===== src/rtl/cfg_readback_pkg.sv =====
package cfg_readback_pkg;
  // Request field layout and command code (positions decoded by the frame engine)
  localparam int FRAME_BITS = 16;
  localparam int CMD_W      = 3;
  localparam int ADDR_W     = 4;
  localparam logic [CMD_W-1:0] CMD_READ = 3'b110;

  // Odd parity: returned bit makes data plus parity contain an odd count of ones
  function automatic logic odd_parity8(input logic [7:0] d);
    return ~(^d);
  endfunction
endpackage


===== src/rtl/cfg_sync.sv =====
module cfg_sync #(
  parameter int W       = 1,
  parameter int STAGES  = 2,
  parameter logic [W-1:0] RST_VAL = '0
) (
  input  logic         clk,
  input  logic         rst,
  input  logic [W-1:0] d,
  output logic [W-1:0] q
);
  logic [W-1:0] stage [STAGES];

  genvar g;
  generate
    for (g = 0; g < STAGES; g++) begin : g_stage
      always_ff @(posedge clk) begin
        if (rst) stage[g] <= RST_VAL;
        else if (g == 0) stage[g] <= d;
        else stage[g] <= stage[(g == 0) ? 0 : g-1];
      end
    end
  endgenerate

  assign q = stage[STAGES-1];
endmodule


===== src/rtl/cfg_regfile.sv =====
module cfg_regfile #(
  parameter int NUM_ROWS = 8,
  parameter int DATA_W   = 8,
  localparam int ROW_AW  = $clog2(NUM_ROWS),
  localparam int ROW_W   = DATA_W + 1
) (
  input  logic              clk,
  input  logic              we,
  input  logic [ROW_AW-1:0] waddr,
  input  logic [DATA_W-1:0] wdata,
  input  logic [ROW_AW-1:0] raddr,
  output logic [ROW_W-1:0]  rdata
);
  // Row plus parity stored together; registered read for block RAM inference
  logic [ROW_W-1:0] mem [NUM_ROWS];

  always_ff @(posedge clk) begin
    if (we) mem[waddr] <= {wdata, ~(^wdata)};
    rdata <= mem[raddr];
  end
endmodule


===== src/rtl/cfg_frame_engine.sv =====
module cfg_frame_engine
  import cfg_readback_pkg::*;
#(
  parameter int NUM_ROWS = 8,
  parameter int DATA_W   = 8,
  localparam int ROW_AW  = $clog2(NUM_ROWS),
  localparam int ROW_W   = DATA_W + 1,
  localparam int FILL_W  = FRAME_BITS - ROW_W,
  localparam int CNT_W   = $clog2(FRAME_BITS + 2),
  localparam int CMD_LSB = FRAME_BITS - CMD_W,
  localparam int ADR_LSB = CMD_LSB - ADDR_W
) (
  input  logic              clk,
  input  logic              rst,
  input  logic              cs_act,
  input  logic              sclk_s,
  input  logic              sdi_s,
  input  logic [ROW_W-1:0]  row_q,
  output logic              res_frame,
  output logic              pending,
  output logic [ROW_AW-1:0] pend_addr,
  output logic              spi_bit,
  output logic [CNT_W-1:0]  bit_cnt
);
  localparam logic [CNT_W-1:0] CNT_FULL = CNT_W'(FRAME_BITS);
  localparam logic [CNT_W-1:0] CNT_MAX  = CNT_W'(FRAME_BITS + 1);

  logic                  cs_q, sclk_q, armed;
  logic [FRAME_BITS-1:0] in_sr, out_sr;
  logic                  in_frame, cs_fall, cs_rise, sclk_rise, sclk_fall, req_ok;
  logic [CMD_W-1:0]      req_cmd;
  logic [ADDR_W-1:0]     req_addr;

  assign cs_fall   = cs_act & ~cs_q;
  assign cs_rise   = ~cs_act & cs_q;
  assign in_frame  = cs_act & cs_q;
  // armed only after SCLK has been observed low inside the frame
  assign sclk_rise = in_frame & armed & sclk_s & ~sclk_q;
  assign sclk_fall = in_frame & armed & ~sclk_s & sclk_q;

  assign req_cmd  = in_sr[CMD_LSB +: CMD_W];
  assign req_addr = in_sr[ADR_LSB +: ADDR_W];
  assign req_ok   = (bit_cnt == CNT_FULL) && (req_cmd == CMD_READ) &&
                    (32'(req_addr) < NUM_ROWS);

  always_ff @(posedge clk) begin
    if (rst) begin
      cs_q      <= 1'b0;
      sclk_q    <= 1'b0;
      armed     <= 1'b0;
      bit_cnt   <= '0;
      in_sr     <= '0;
      out_sr    <= '0;
      res_frame <= 1'b0;
      pending   <= 1'b0;
      pend_addr <= '0;
    end else begin
      cs_q   <= cs_act;
      sclk_q <= sclk_s;
      if (cs_fall) begin
        armed     <= 1'b0;
        bit_cnt   <= '0;
        res_frame <= pending;
        out_sr    <= {{FILL_W{1'b0}}, row_q};
      end else if (in_frame) begin
        if (!sclk_s) armed <= 1'b1;
        if (sclk_rise) begin
          if (bit_cnt != CNT_MAX) bit_cnt <= bit_cnt + 1'b1;
          if (!res_frame) in_sr <= {in_sr[FRAME_BITS-2:0], sdi_s};
        end
        if (sclk_fall && res_frame) out_sr <= {out_sr[FRAME_BITS-2:0], 1'b0};
      end else if (cs_rise) begin
        armed     <= 1'b0;
        res_frame <= 1'b0;
        if (res_frame) begin
          pending <= 1'b0;
        end else if (req_ok) begin
          pending   <= 1'b1;
          pend_addr <= req_addr[ROW_AW-1:0];
        end
      end
    end
  end

  assign spi_bit = out_sr[FRAME_BITS-1];
endmodule


===== src/rtl/cfg_pad_mux.sv =====
module cfg_pad_mux (
  input  logic clk,
  input  logic rst,
  input  logic cs_act,
  input  logic res_frame,
  input  logic spi_bit,
  input  logic demod_in,
  input  logic alert_req,
  output logic sclk_oe,
  output logic dat_o,
  output logic dat_oe
);
  always_ff @(posedge clk) begin
    if (rst) begin
      sclk_oe <= 1'b0;
      dat_o   <= 1'b0;
      dat_oe  <= 1'b1;
    end else if (!cs_act) begin
      sclk_oe <= alert_req;
      dat_o   <= demod_in;
      dat_oe  <= 1'b1;
    end else begin
      sclk_oe <= 1'b0;
      dat_o   <= spi_bit;
      dat_oe  <= res_frame;
    end
  end
endmodule


===== src/rtl/cfg_readback_slave.sv =====
module cfg_readback_slave
  import cfg_readback_pkg::*;
#(
  parameter int NUM_ROWS    = 8,
  parameter int DATA_W      = 8,
  parameter int SYNC_STAGES = 2,
  localparam int ROW_AW     = $clog2(NUM_ROWS),
  localparam int CNT_W      = $clog2(FRAME_BITS + 2)
) (
  input  logic              clk,
  input  logic              rst,
  input  logic              cs_n,
  input  logic              sclk_pad_i,
  output logic              sclk_pad_oe,
  input  logic              dat_pad_i,
  output logic              dat_pad_o,
  output logic              dat_pad_oe,
  input  logic              alert_req,
  input  logic              demod_in,
  input  logic              tl_we,
  input  logic [ROW_AW-1:0] tl_addr,
  input  logic [DATA_W-1:0] tl_data
);
  logic [2:0]          sync_q;
  logic                cs_act, sclk_s, sdi_s;
  logic                res_frame, pending, spi_bit;
  logic [ROW_AW-1:0]   pend_addr;
  logic [DATA_W:0]     row_q;
  logic [CNT_W-1:0]    bit_cnt;

  cfg_sync #(.W(3), .STAGES(SYNC_STAGES), .RST_VAL(3'b100)) u_sync (
    .clk(clk), .rst(rst),
    .d({cs_n, sclk_pad_i, dat_pad_i}),
    .q(sync_q)
  );
  assign cs_act = ~sync_q[2];
  assign sclk_s = sync_q[1];
  assign sdi_s  = sync_q[0];

  cfg_regfile #(.NUM_ROWS(NUM_ROWS), .DATA_W(DATA_W)) u_rows (
    .clk(clk), .we(tl_we), .waddr(tl_addr), .wdata(tl_data),
    .raddr(pend_addr), .rdata(row_q)
  );

  cfg_frame_engine #(.NUM_ROWS(NUM_ROWS), .DATA_W(DATA_W)) u_eng (
    .clk(clk), .rst(rst), .cs_act(cs_act), .sclk_s(sclk_s), .sdi_s(sdi_s),
    .row_q(row_q), .res_frame(res_frame), .pending(pending),
    .pend_addr(pend_addr), .spi_bit(spi_bit), .bit_cnt(bit_cnt)
  );

  cfg_pad_mux u_pads (
    .clk(clk), .rst(rst), .cs_act(cs_act), .res_frame(res_frame),
    .spi_bit(spi_bit), .demod_in(demod_in), .alert_req(alert_req),
    .sclk_oe(sclk_pad_oe), .dat_o(dat_pad_o), .dat_oe(dat_pad_oe)
  );
endmodule


===== config.mk =====
export PLATFORM = sky130hd
export DESIGN_NAME = cfg_readback_slave
export DESIGN_NICKNAME = d
export VERILOG_FILES = /design/src/rtl/cfg_readback_pkg.sv /design/src/rtl/cfg_sync.sv /design/src/rtl/cfg_regfile.sv /design/src/rtl/cfg_frame_engine.sv /design/src/rtl/cfg_pad_mux.sv /design/src/rtl/cfg_readback_slave.sv
export SDC_FILE = /design/constraint.sdc
export NUM_CORES = 1
export LEC_CHECK = 0
export BUFFER_PORTS_ARGS = -buffer_cell sky130_fd_sc_hd__buf_2
export CAP_MARGIN = 40
export CORE_ASPECT_RATIO = 0.5
export CORE_UTILIZATION = 40
export CTS_CLUSTER_DIAMETER = 200
export DETAILED_ROUTE_END_ITERATION = 16
export PLACE_DENSITY_LB_ADDON = 0.3
export SYNTH_ARGS = -nofsm -noshare
export SYNTH_HDL_FRONTEND = slang
export SYNTH_SLANG_ARGS = --single-unit

===== constraint.sdc =====
create_clock -name clk -period 2.14 [get_ports clk]
set_input_delay 0.107 -clock clk [delete_from_list [all_inputs] [get_ports clk]]
set_output_delay 0.107 -clock clk [all_outputs]
set_load 0.05 [all_outputs]

==> impl_metrics.json, run 1 <==
{
  "status": "completed",
  "ios": 22,
  "die_h_um": 83.9,
  "timing.final.crit_share": 0.875,
  "fin_hold_ws_ns": 0.0167,
  "wire_per_inst_um": 15.8,
  "period_minus_slack_ns": 1.87,
  "cp-start-kind": "flop",
  "start_util": 0.417,
  "hpwl_um": 5950,
  "grt_max_degree": 49,
  "fmax_ghz": 0.534,
  "synthFlopType": "edfxtp_1",
  "crit_type": "flop to flop",
  "die_x_um": 166,
  "grt_first_pass_wirelength_um": 15900,
  "vias_per_cell": 5.11,
  "syn2layout_area_growth_pct": 19.4,
  "hold_buffers": 10,
  "syn_inst": 386,
  "power_w": 0.00592,
  "synth.top_cell.area_share": 0.403,
  "synth-seq-area-share": 0.637,
  "drv_slew": 0,
  "dr_wl_met3_um": 345,
  "drv_cap": 0,
  "setup_viol_count_final": 0,
  "wl_um": 9710,
  "ys_seq_elements": 135,
  "finalHoldViolCount": 0,
  "syn_area_um2": 5370,
  "grt_overflow_total": 0,
  "grt_pass1_vias": 3064,
  "fin_skew_ns": 0.0107,
  "root_buffer": "clkbuf_16",
  "synth_edf_count": 72,
  "yosys.area.top_type": "edfxtp_1",
  "core_area_um2": 12900,
  "drc_errors": 0,
  "placementRows": 29,
  "power_density_nw_per_um2": 923,
  "cts_buffer_depth": 2,
  "slew_headroom": 0.442,
  "pre_cts_ws_ns": 0.293,
  "dieArea_um2": 13900,
  "first_pass_iters": 6,
  "yosys_warnings": 0,
  "cp-end-kind": "flop",
  "ys_types": 44,
  "path_max_fanout": 15,
  "n_fill_cell": 1124,
  "syn_avg_cell_area_um2": 13.9,
  "layout-drive-gt1-share": 0.222,
  "post_cts_resized": 0,
  "track_usage": 0.151,
  "leakagePower_nw": 2.22,
  "postSynthNetCount": 412,
  "async_flop_share": 0,
  "antenna_found_initial": 0,
  "antennaDiodeCount": 0,
  "fin_setup_tns_ns": 0,
  "io_buffers": 21,
  "drt-initial-drc-count": 269,
  "numCtsBuffers": 17,
  "critPathRequiredTime_ns": 2.42,
  "dr_total_vias": 3141,
  "synth.most_common_cell": "edfxtp_1",
  "insertion_delay_ns": 0.42,
  "layout.nets": 458,
  "ys_top_cells_by_count": "72 x edfxtp_1, 63 x dfxtp_1, 29 x a21oi_1, 26 x o21ai_0, 25 x nand3_1",
  "cts.clk_slew.worst_paths_ns": 0.06,
  "tightest_slew_ns": 0.837,
  "setup_ws_ns": 0.267,
  "hold_path.class": "primary input to flop",
  "irDropWorstVdd_mv": 0.744,
  "wl_met2_um": 4430,
  "yosys-top-cells-area": "edfxtp_1 40%, dfxtp_1 23%, mux4_1 4.4%, mux4_2 3.8%, a21oi_1 2.7%",
  "worstPathArrival_ns": 2.15,
  "wl_met1_um": 4770,
  "antenna_left": 0,
  "cts_max_level": 4,
  "place_congestion": 0.731,
  "highest_layer": "met4",
  "post-cts-setup-buffers": 0,
  "cts_tree": "built",
  "numClockSinks": 135,
  "rsz0062_at_grt": "no"
}
## registers in the layout, summed over array words and instances (netlist names)
register,cells
u_sync.stage,6
u_eng.bit_cnt,5
u_eng.pend_addr,3
u_rows.rdata,9
u_eng.cs_q,1
u_pads.dat_oe,1
u_eng.armed,1
u_eng.sclk_q,1
u_eng.pending,1
u_eng.out_sr,16
u_pads.dat_o,1
u_eng.in_sr,16
u_eng.res_frame,1
u_rows.mem,72
u_pads.sclk_oe,1
## cells in the final DEF (no fill, tap or decap), types with 2 or more instances in the layout
master / n
or3_1: 3
clkbuf_16: 17
a2111oi_0: 4
mux4_1: 9
a211oi_1: 2
nand4_1: 4
edfxtp_1: 72
nand2_1: 7
nor2b_1: 16
nor2_1: 17
or2_2: 3
inv_6: 4
mux2_4: 9
inv_1: 6
dlygate4sd3_1: 10
buf_2: 21
mux4_2: 9
a21oi_1: 29
clkinvlp_4: 3
nand3_1: 25
mux2i_1: 6
nand4b_1: 2
a21boi_0: 5
ha_1: 7
buf_4: 18
buf_12: 2
nor3_1: 2
o21ai_0: 26
dfxtp_1: 63
inv_8: 5
nand2b_1: 10
a2111oi_2: 3
nor4bb_1: 3
xnor2_1: 7
## critical path, stage by stage (launching register included)
cell       delay, ns
dfxtp_1         0.36
inv_1           0.12
ha_1            0.27
and4b_2         0.45
a211oi_1        0.12
a2111oi_0       0.42
## cells by family (layout without fill, tap and decap cells)
kind of cell               after synthesis  after routing  synth area share
and+or+nand+nor                        102            102             0.108
AOI/OAI and AO/OA                       72             72            0.0804
adders and majority gates                7              7            0.0163
muxes                                   33             33             0.118
buffers and inverters                   30             89            0.0289
xor gates and xnor gates                 7              7            0.0114
DFF                                    135            135             0.637
## per-layer routing
| metal | up-vias | global-route usage |
|---|---|---|
| met3 | 13 | 0.0379 |
| met4 | 0 | 0.0663 |
| met2 | 51 | 0.239 |
| li1 | 1544 | - |
| met5 | - | 0 |
| met1 | 1533 | 0.199 |
## power breakdown
part | internal (W) | switching, W
registers | 0.00282 | 0.0000186
logic | 0.000103 | 0.000137
clock network | 0.00165 | 0.00120
total | 0.00457 | 0.00136
## path summary, 6_finish.rpt
kind                      startpoint            endpoint  slack (ns)  cells past startpoint
setup / recovery  u_sync.stage[1][2]     u_eng.out_sr[8]        0.27                      5
hold / removal            tl_data[3]    u_rows.mem[7][4]        0.02                      1
setup reg to reg  u_sync.stage[1][2]     u_eng.out_sr[8]        0.27                      5
hold reg to reg   u_sync.stage[0][2]  u_sync.stage[1][2]        0.41                      1
## final cells by class
| cell class | count | area, um^2 | share of cell area |
|---|---|---|---|
| well taps | 170 | 213 | 0.0332 |
| multi-input cells | 221 | 1790 | 0.280 |
| clock inverters | 15 | 158 | 0.0246 |
| flip-flops and latches | 135 | 3420 | 0.534 |
| repair buffers | 51 | 380 | 0.0593 |
| inverters | 6 | 22.5 | 0.00351 |
| clock buffers | 17 | 425 | 0.0663 |
## stage by stage
| stage | cells | utilization | area (um^2) |
|---|---|---|---|
| floorplan | 386 | - | 5370 |
| global placement | 573 | 0.445 | 5730 |
| detailed placement | 573 | 0.445 | 5730 |
| CTS | 615 | 0.498 | 6410 |
| global route | 615 | 0.498 | 6410 |
| finish | 615 | 0.498 | 6410 |
Power figures use the tool's default switching activity.
==> run 2, diff against run 1 <==
ABC_AREA = 1   (was unset)
CORE_ASPECT_RATIO = 0.7   (was 0.5)
==> run 2 against run 1 <==
Critical endpoint is now u_eng.in_sr[7]. Cell count is 30% higher. Register-to-register slack gained 0.18 ns. Via count increased by 22%. Hold slack improved by 0.012 ns. Sequential power about the same. Synthesized cell count grew 47%. Worst setup slack better by 0.18 ns. Critical path depth is 3 higher. Global-route usage rose by 1.7 points. Sequential share of layout area shrank 0.28 points.
==> impl_metrics.json, run 2 <==
{
  "status": "completed",
  "hold_path_depth": 1,
  "dr_total_vias": 3826,
  "finalHoldViolCount": 0,
  "syn_inst": 566,
  "synth_edf_count": 72,
  "first_pass_iters": 4,
  "combPwrFrac": 0.037,
  "grt_first_pass_wirelength_um": 17800,
  "drt-initial-drc-count": 349,
  "reg2reg_depth": 8,
  "postSynthNetCount": 592,
  "syn2layout_area_growth_pct": 17.2,
  "grt_pass1_vias": 3631,
  "fmax_ghz": 0.591,
  "irDropWorstVdd_mv": 0.721,
  "met2_usage": 0.262,
  "drc_errors": 0,
  "core_area_um2": 13300,
  "yosys.area.top_type": "edfxtp_1",
  "cts_tree": "built",
  "slowest_stage": "dfxtp_1",
  "yosys-top-cells-area": "edfxtp_1 39%, dfxtp_1 23%, nand2_1 8.2%, nor2_1 6.5%, o21ai_1 2.9%",
  "grt_most_used_layer": "met2",
  "vias_per_cell": 4.78,
  "syn_avg_cell_area_um2": 9.72,
  "synth-seq-area-share": 0.622,
  "insertion_delay_ns": 0.42,
  "numClockSinks": 135,
  "cts_buffer_depth": 2,
  "slowest_delay_ns": 0.43,
  "n_fill_cell": 1178,
  "layout-drive-gt1-share": 0.158,
  "placementRows": 35,
  "largestRegisters": "u_rows.mem: 72 flops, u_eng.in_sr: 16 flops, u_eng.out_sr: 16 flops",
  "fin_setup_tns_ns": 0,
  "pwr-share-clk": 0.487,
  "min_from": "tl_data[2]",
  "path_max_fanout": 19,
  "drv_cap": 0,
  "seqCellArea_um2": 3420,
  "synth.most_common_cell": "nand2_1",
  "p_sw_frac": 0.223,
  "ys_types": 34,
  "antenna_left": 0,
  "utilization": 0.486,
  "layout_common_cells": "120 x nand2_1, 96 x nor2_1, 72 x edfxtp_1, 63 x dfxtp_1, 32 x o21ai_1",
  "antenna_found_initial": 0,
  "seqPwrFrac": 0.476,
  "root_buffer": "clkbuf_16",
  "cp_common_cell": "nand2_4",
  "cp-start-kind": "flop",
  "critPathRequiredTime_ns": 2.41,
  "start_util": 0.415,
  "slew_headroom": 0.553,
  "fin_skew_ns": 0.00537,
  "crit_start": "u_sync.stage[1][2]",
  "ys_seq_elements": 135,
  "wl_um": 10900,
  "track_usage": 0.168,
  "cp-end-kind": "flop",
  "top_register": "u_rows.mem",
  "multi_input_area_um2": 1810,
  "power_density_nw_per_um2": 919,
  "leakagePower_nw": 2.47,
  "synth.top_cell.area_share": 0.393,
  "crit_type": "flop to flop",
  "dieArea_um2": 14200,
  "post-cts-setup-buffers": 0,
  "layout_commonest_cell": "nand2_1",
  "r2r_start": "u_sync.stage[1][2]",
  "synthFlopType": "edfxtp_1",
  "antennaDiodeCount": 0,
  "hpwl_um": 6980,
  "use_met3": 0.0372,
  "place_congestion": 0.745,
  "die_x_um": 142,
  "ios": 22,
  "hold_path.class": "primary input to flop",
  "worstPathArrival_ns": 1.96,
  "layout.nets": 628,
  "async_flop_share": 0,
  "cts.clk_slew.worst_paths_ns": 0.06,
  "syn_area_um2": 5500,
  "largest_reg_flops": 72,
  "internal_power_w": 0.00461,
  "io_buffers": 21,
  "setup_viol_count_final": 0,
  "wire_per_inst_um": 13.6,
  "numCtsBuffers": 17,
  "grt_max_degree": 38,
  "tightest_slew_ns": 0.670,
  "rsz0062_at_grt": "no",
  "netSwitchingPower_w": 0.00132,
  "ys_top_cells_by_count": "120 x nand2_1, 96 x nor2_1, 72 x edfxtp_1, 63 x dfxtp_1, 32 x o21ai_1",
  "timing.final.crit_share": 0.791,
  "period_minus_slack_ns": 1.69,
  "grt_use_met1": 0.222,
  "grt_overflow_total": 0,
  "die_h_um": 100,
  "path_cells": "inv_1, ha_1, inv_4, nand2_4, inv_6, nand2_4, nand2_1, a21oi_1",
  "drv_slew": 0,
  "cts_max_level": 4,
  "yosys_warnings": 0
}
==> run 2: changes by cell type in the layout (fill, tap and decap cells not counted), sizes merged, moves of 8 or more <==
cell     previous run  this run
nor2               18       102
o21ai              26        64
mux2                9         0
mux4               18         0
a2111oi             8         0
inv                15        36
nand2b             10         0
nor2b              16         0
nand2               7       126
==> run 2: final cells by class <==
| cell class | instances | share of cell area |
|---|---|---|
| multi-input cells | 376 | 0.281 |
| clock buffers | 17 | 0.0660 |
| clock inverters | 15 | 0.0262 |
| repair buffers | 40 | 0.0407 |
| inverters | 32 | 0.0198 |
| well taps | 185 | 0.0359 |
| flip-flops and latches | 135 | 0.531 |
==> run 2: worst paths after layout <==
kind	endpoint	slack, ns
max	u_eng.in_sr[7]	0.45
min	u_rows.mem[4][3]	0.03
max reg2reg	u_eng.in_sr[7]	0.45
min reg2reg	u_sync.stage[1][1]	0.40
==> run 2: power by group through the flow <==
stage	registers (W)	logic [W]	clock network [W]
global placement	0.00287	0.000208	0
global route	0.00282	0.000249	0.00306
detailed placement	0.00287	0.000215	0
CTS	0.00282	0.000224	0.00293
floorplan	0.00288	0.000126	0
finish	0.00282	0.000222	0.00289
==> run 2: timing repair <==
item,in CTS,in global routing
hold endpoints to repair,13,0
resized for setup,0,0
setup endpoints to repair,0,0
hold buffers,6,0
==> run 2: metal layers <==
metal  routed length [um]  vias up
li1                     -     1948
met3                  564       19
met1                 5190     1782
met2                 4920       77
met5                    0        -
met4                  217        0
==> run 2: kinds of logic (layout without fill, tap and decap cells) <==
family          Yosys count  count (layout)  share of synthesized area
flops                   135             135                      0.622
simple gates            265             265                      0.212
xor+xnor                  7               7                     0.0111
buf+inv                  55             104                     0.0489
fa+ha+maj                 7               7                     0.0159
compound gates           97              97                     0.0901
==> run 2: critical path: cells and delay by family, from the launching register on <==
kind,cells,cell delay (ns)
fa+ha+maj,1,0.25
flops,1,0.43
simple gates,3,0.35
buf+inv,3,0.45
compound gates,1,0.07
==> run 2: stage by stage <==
stage | setup slack, ns | cell area [um^2] | std cells | total power, W | hold WS, ns
floorplan | 0.704 | 5500 | 566 | 0.00301 | 0.206
global placement | 0.559 | 5790 | 762 | 0.00308 | 0.295
detailed placement | 0.464 | 5790 | 762 | 0.00309 | 0.297
CTS | 0.446 | 6450 | 800 | 0.00598 | 0.00928
global route | 0.314 | 6450 | 800 | 0.00613 | 0.0339
finish | 0.448 | 6450 | 800 | 0.00593 | 0.0285
==> run 3, diff against run 2 <==
clock period = 1.58 ns   (was 2.14 ns; I/O delays follow)
==> run 3 against run 2 <==
Clock power up 34%. Utilization up 0.56 points. Via count down 1.2%. Combinational power up 39%. Clock-buffer cell count up 2. Total power up 35%. Worst setup slack worse by 0.34 ns. Critical path depth down 1. Critical path type unchanged. Largest cell class unchanged.
==> impl_metrics.json, run 3 (synthesis gave the netlist of run 2 again) <==
{
  "utilization": 0.492,
  "largestRegisters": "u_rows.mem: 72 flops, u_eng.in_sr: 16 flops, u_eng.out_sr: 16 flops",
  "timing.final.crit_share": 0.933,
  "numClockSinks": 135,
  "numCtsBuffers": 17,
  "hpwl_um": 6910,
  "grt_overflow_total": 0,
  "syn2layout_area_growth_pct": 18.6,
  "drc_errors": 0,
  "hold_path.class": "primary input to flop",
  "slew_headroom": 0.576,
  "die_h_um": 100,
  "layout-drive-gt1-share": 0.161,
  "placementRows": 35,
  "cts_max_level": 4,
  "cp-start-kind": "flop",
  "drt-initial-drc-count": 294,
  "wire_per_inst_um": 13.4,
  "irDropWorstVdd_mv": 0.977,
  "drv_cap": 0,
  "dp_cells": 766,
  "setup_viol_count_final": 0,
  "fin_hold_ws_ns": 0.0195,
  "finalHoldViolCount": 0,
  "grt_pass1_vias": 3611,
  "layout_commonest_cell": "nand2_1",
  "path_max_fanout": 14,
  "cts.clk_slew.worst_paths_ns": 0.05,
  "wl_um": 10800,
  "critPathRequiredTime_ns": 1.85,
  "antenna_found_initial": 0,
  "worstPathArrival_ns": 1.75,
  "fmax_ghz": 0.678,
  "tightest_slew_ns": 0.634,
  "leakagePower_nw": 2.50,
  "antennaDiodeCount": 0,
  "ios": 22,
  "start_util": 0.415,
  "vias_per_cell": 4.69,
  "layout.nets": 635,
  "power_w": 0.00801,
  "grt_max_degree": 38,
  "root_buffer": "clkbuf_16",
  "power_density_nw_per_um2": 1230,
  "first_pass_iters": 4,
  "core_area_um2": 13300,
  "crit_type": "flop to flop",
  "finalNonFillerCells": 807,
  "antenna_left": 0,
  "cp-end-kind": "flop",
  "drv_slew": 0,
  "place_congestion": 0.766,
  "die_x_um": 142,
  "status": "completed",
  "fin_setup_tns_ns": 0,
  "track_usage": 0.167,
  "insertion_delay_ns": 0.41,
  "layout_common_cells": "120 x nand2_1, 96 x nor2_1, 72 x edfxtp_1, 63 x dfxtp_1, 32 x o21ai_1",
  "cts_tree": "built",
  "fin_skew_ns": 0.0128,
  "cts_buffer_depth": 2,
  "largest_reg_flops": 72,
  "period_minus_slack_ns": 1.47,
  "dieArea_um2": 14200,
  "top_register": "u_rows.mem",
  "io_buffers": 21,
  "dr_total_vias": 3782,
  "grt_first_pass_wirelength_um": 17900
}
## run 3: cell types whose count changed in the layout (fill, tap and decap cells not counted), moves of 2 or more
cell      before  now
inv_6          6    2
clkinv_4       4    2
clkinv_1       1    4
buf_4         13   18
clkbuf_1       0    2
buf_12         0    2
## run 3: area by class of cell
type | instances | area (um^2)
Fill cell | 1175 | 6750
Sequential cell | 135 | 3420
Multi-Input combinational cell | 376 | 1810
Clock buffer | 19 | 433
Timing Repair Buffer | 47 | 340
Tap cell | 185 | 231
Clock inverter | 13 | 155
Inverter | 32 | 128
## run 3: timing repair
action / CTS / global route
setup endpoints to repair: 0 / 5
hold endpoints to repair: 13 / 0
resized for setup: 0 / 1
hold buffers: 6 / 0
setup buffers: 0 / 3
## run 3: critical path, cell delays in order (launching register included)
cell     delay (ns)
dfxtp_1        0.39
ha_2           0.23
nand2_2        0.11
nor2_2         0.17
nand2_4        0.14
buf_4          0.17
nand3_1        0.06
a21oi_1        0.08
## run 3: per-layer routing
layer	wire length, um	GRT usage	vias to the layer above
li1	-	-	1966
met1	5390	0.228	1747
met2	4840	0.255	60
met3	504	0.0382	9
met4	109	0.0744	0
met5	0	0	-
## run 3: worst paths after layout
path                 startpoint                 end  slack [ns]  depth (start not counted)
min                  tl_data[7]    u_rows.mem[6][8]        0.02                          1
min reg2reg  u_sync.stage[0][0]  u_sync.stage[1][0]        0.40                          2
max                  u_eng.cs_q     u_eng.out_sr[6]        0.11                          7
max reg2reg          u_eng.cs_q     u_eng.out_sr[6]        0.11                          7
## run 3: report_power, final
part	switching [W]	internal (W)
clock	0.00141	0.00247
sequential	0.0000239	0.00380
combinational	0.000211	0.0000980
## run 3: metrics by stage
stage	setup WS (ns)	cell area (um^2)
detailed placement	0.127	5850
floorplan	0.144	5500
finish	0.106	6520
CTS	0.0828	6500
global route	-0.00399	6520
global placement	0.206	5850
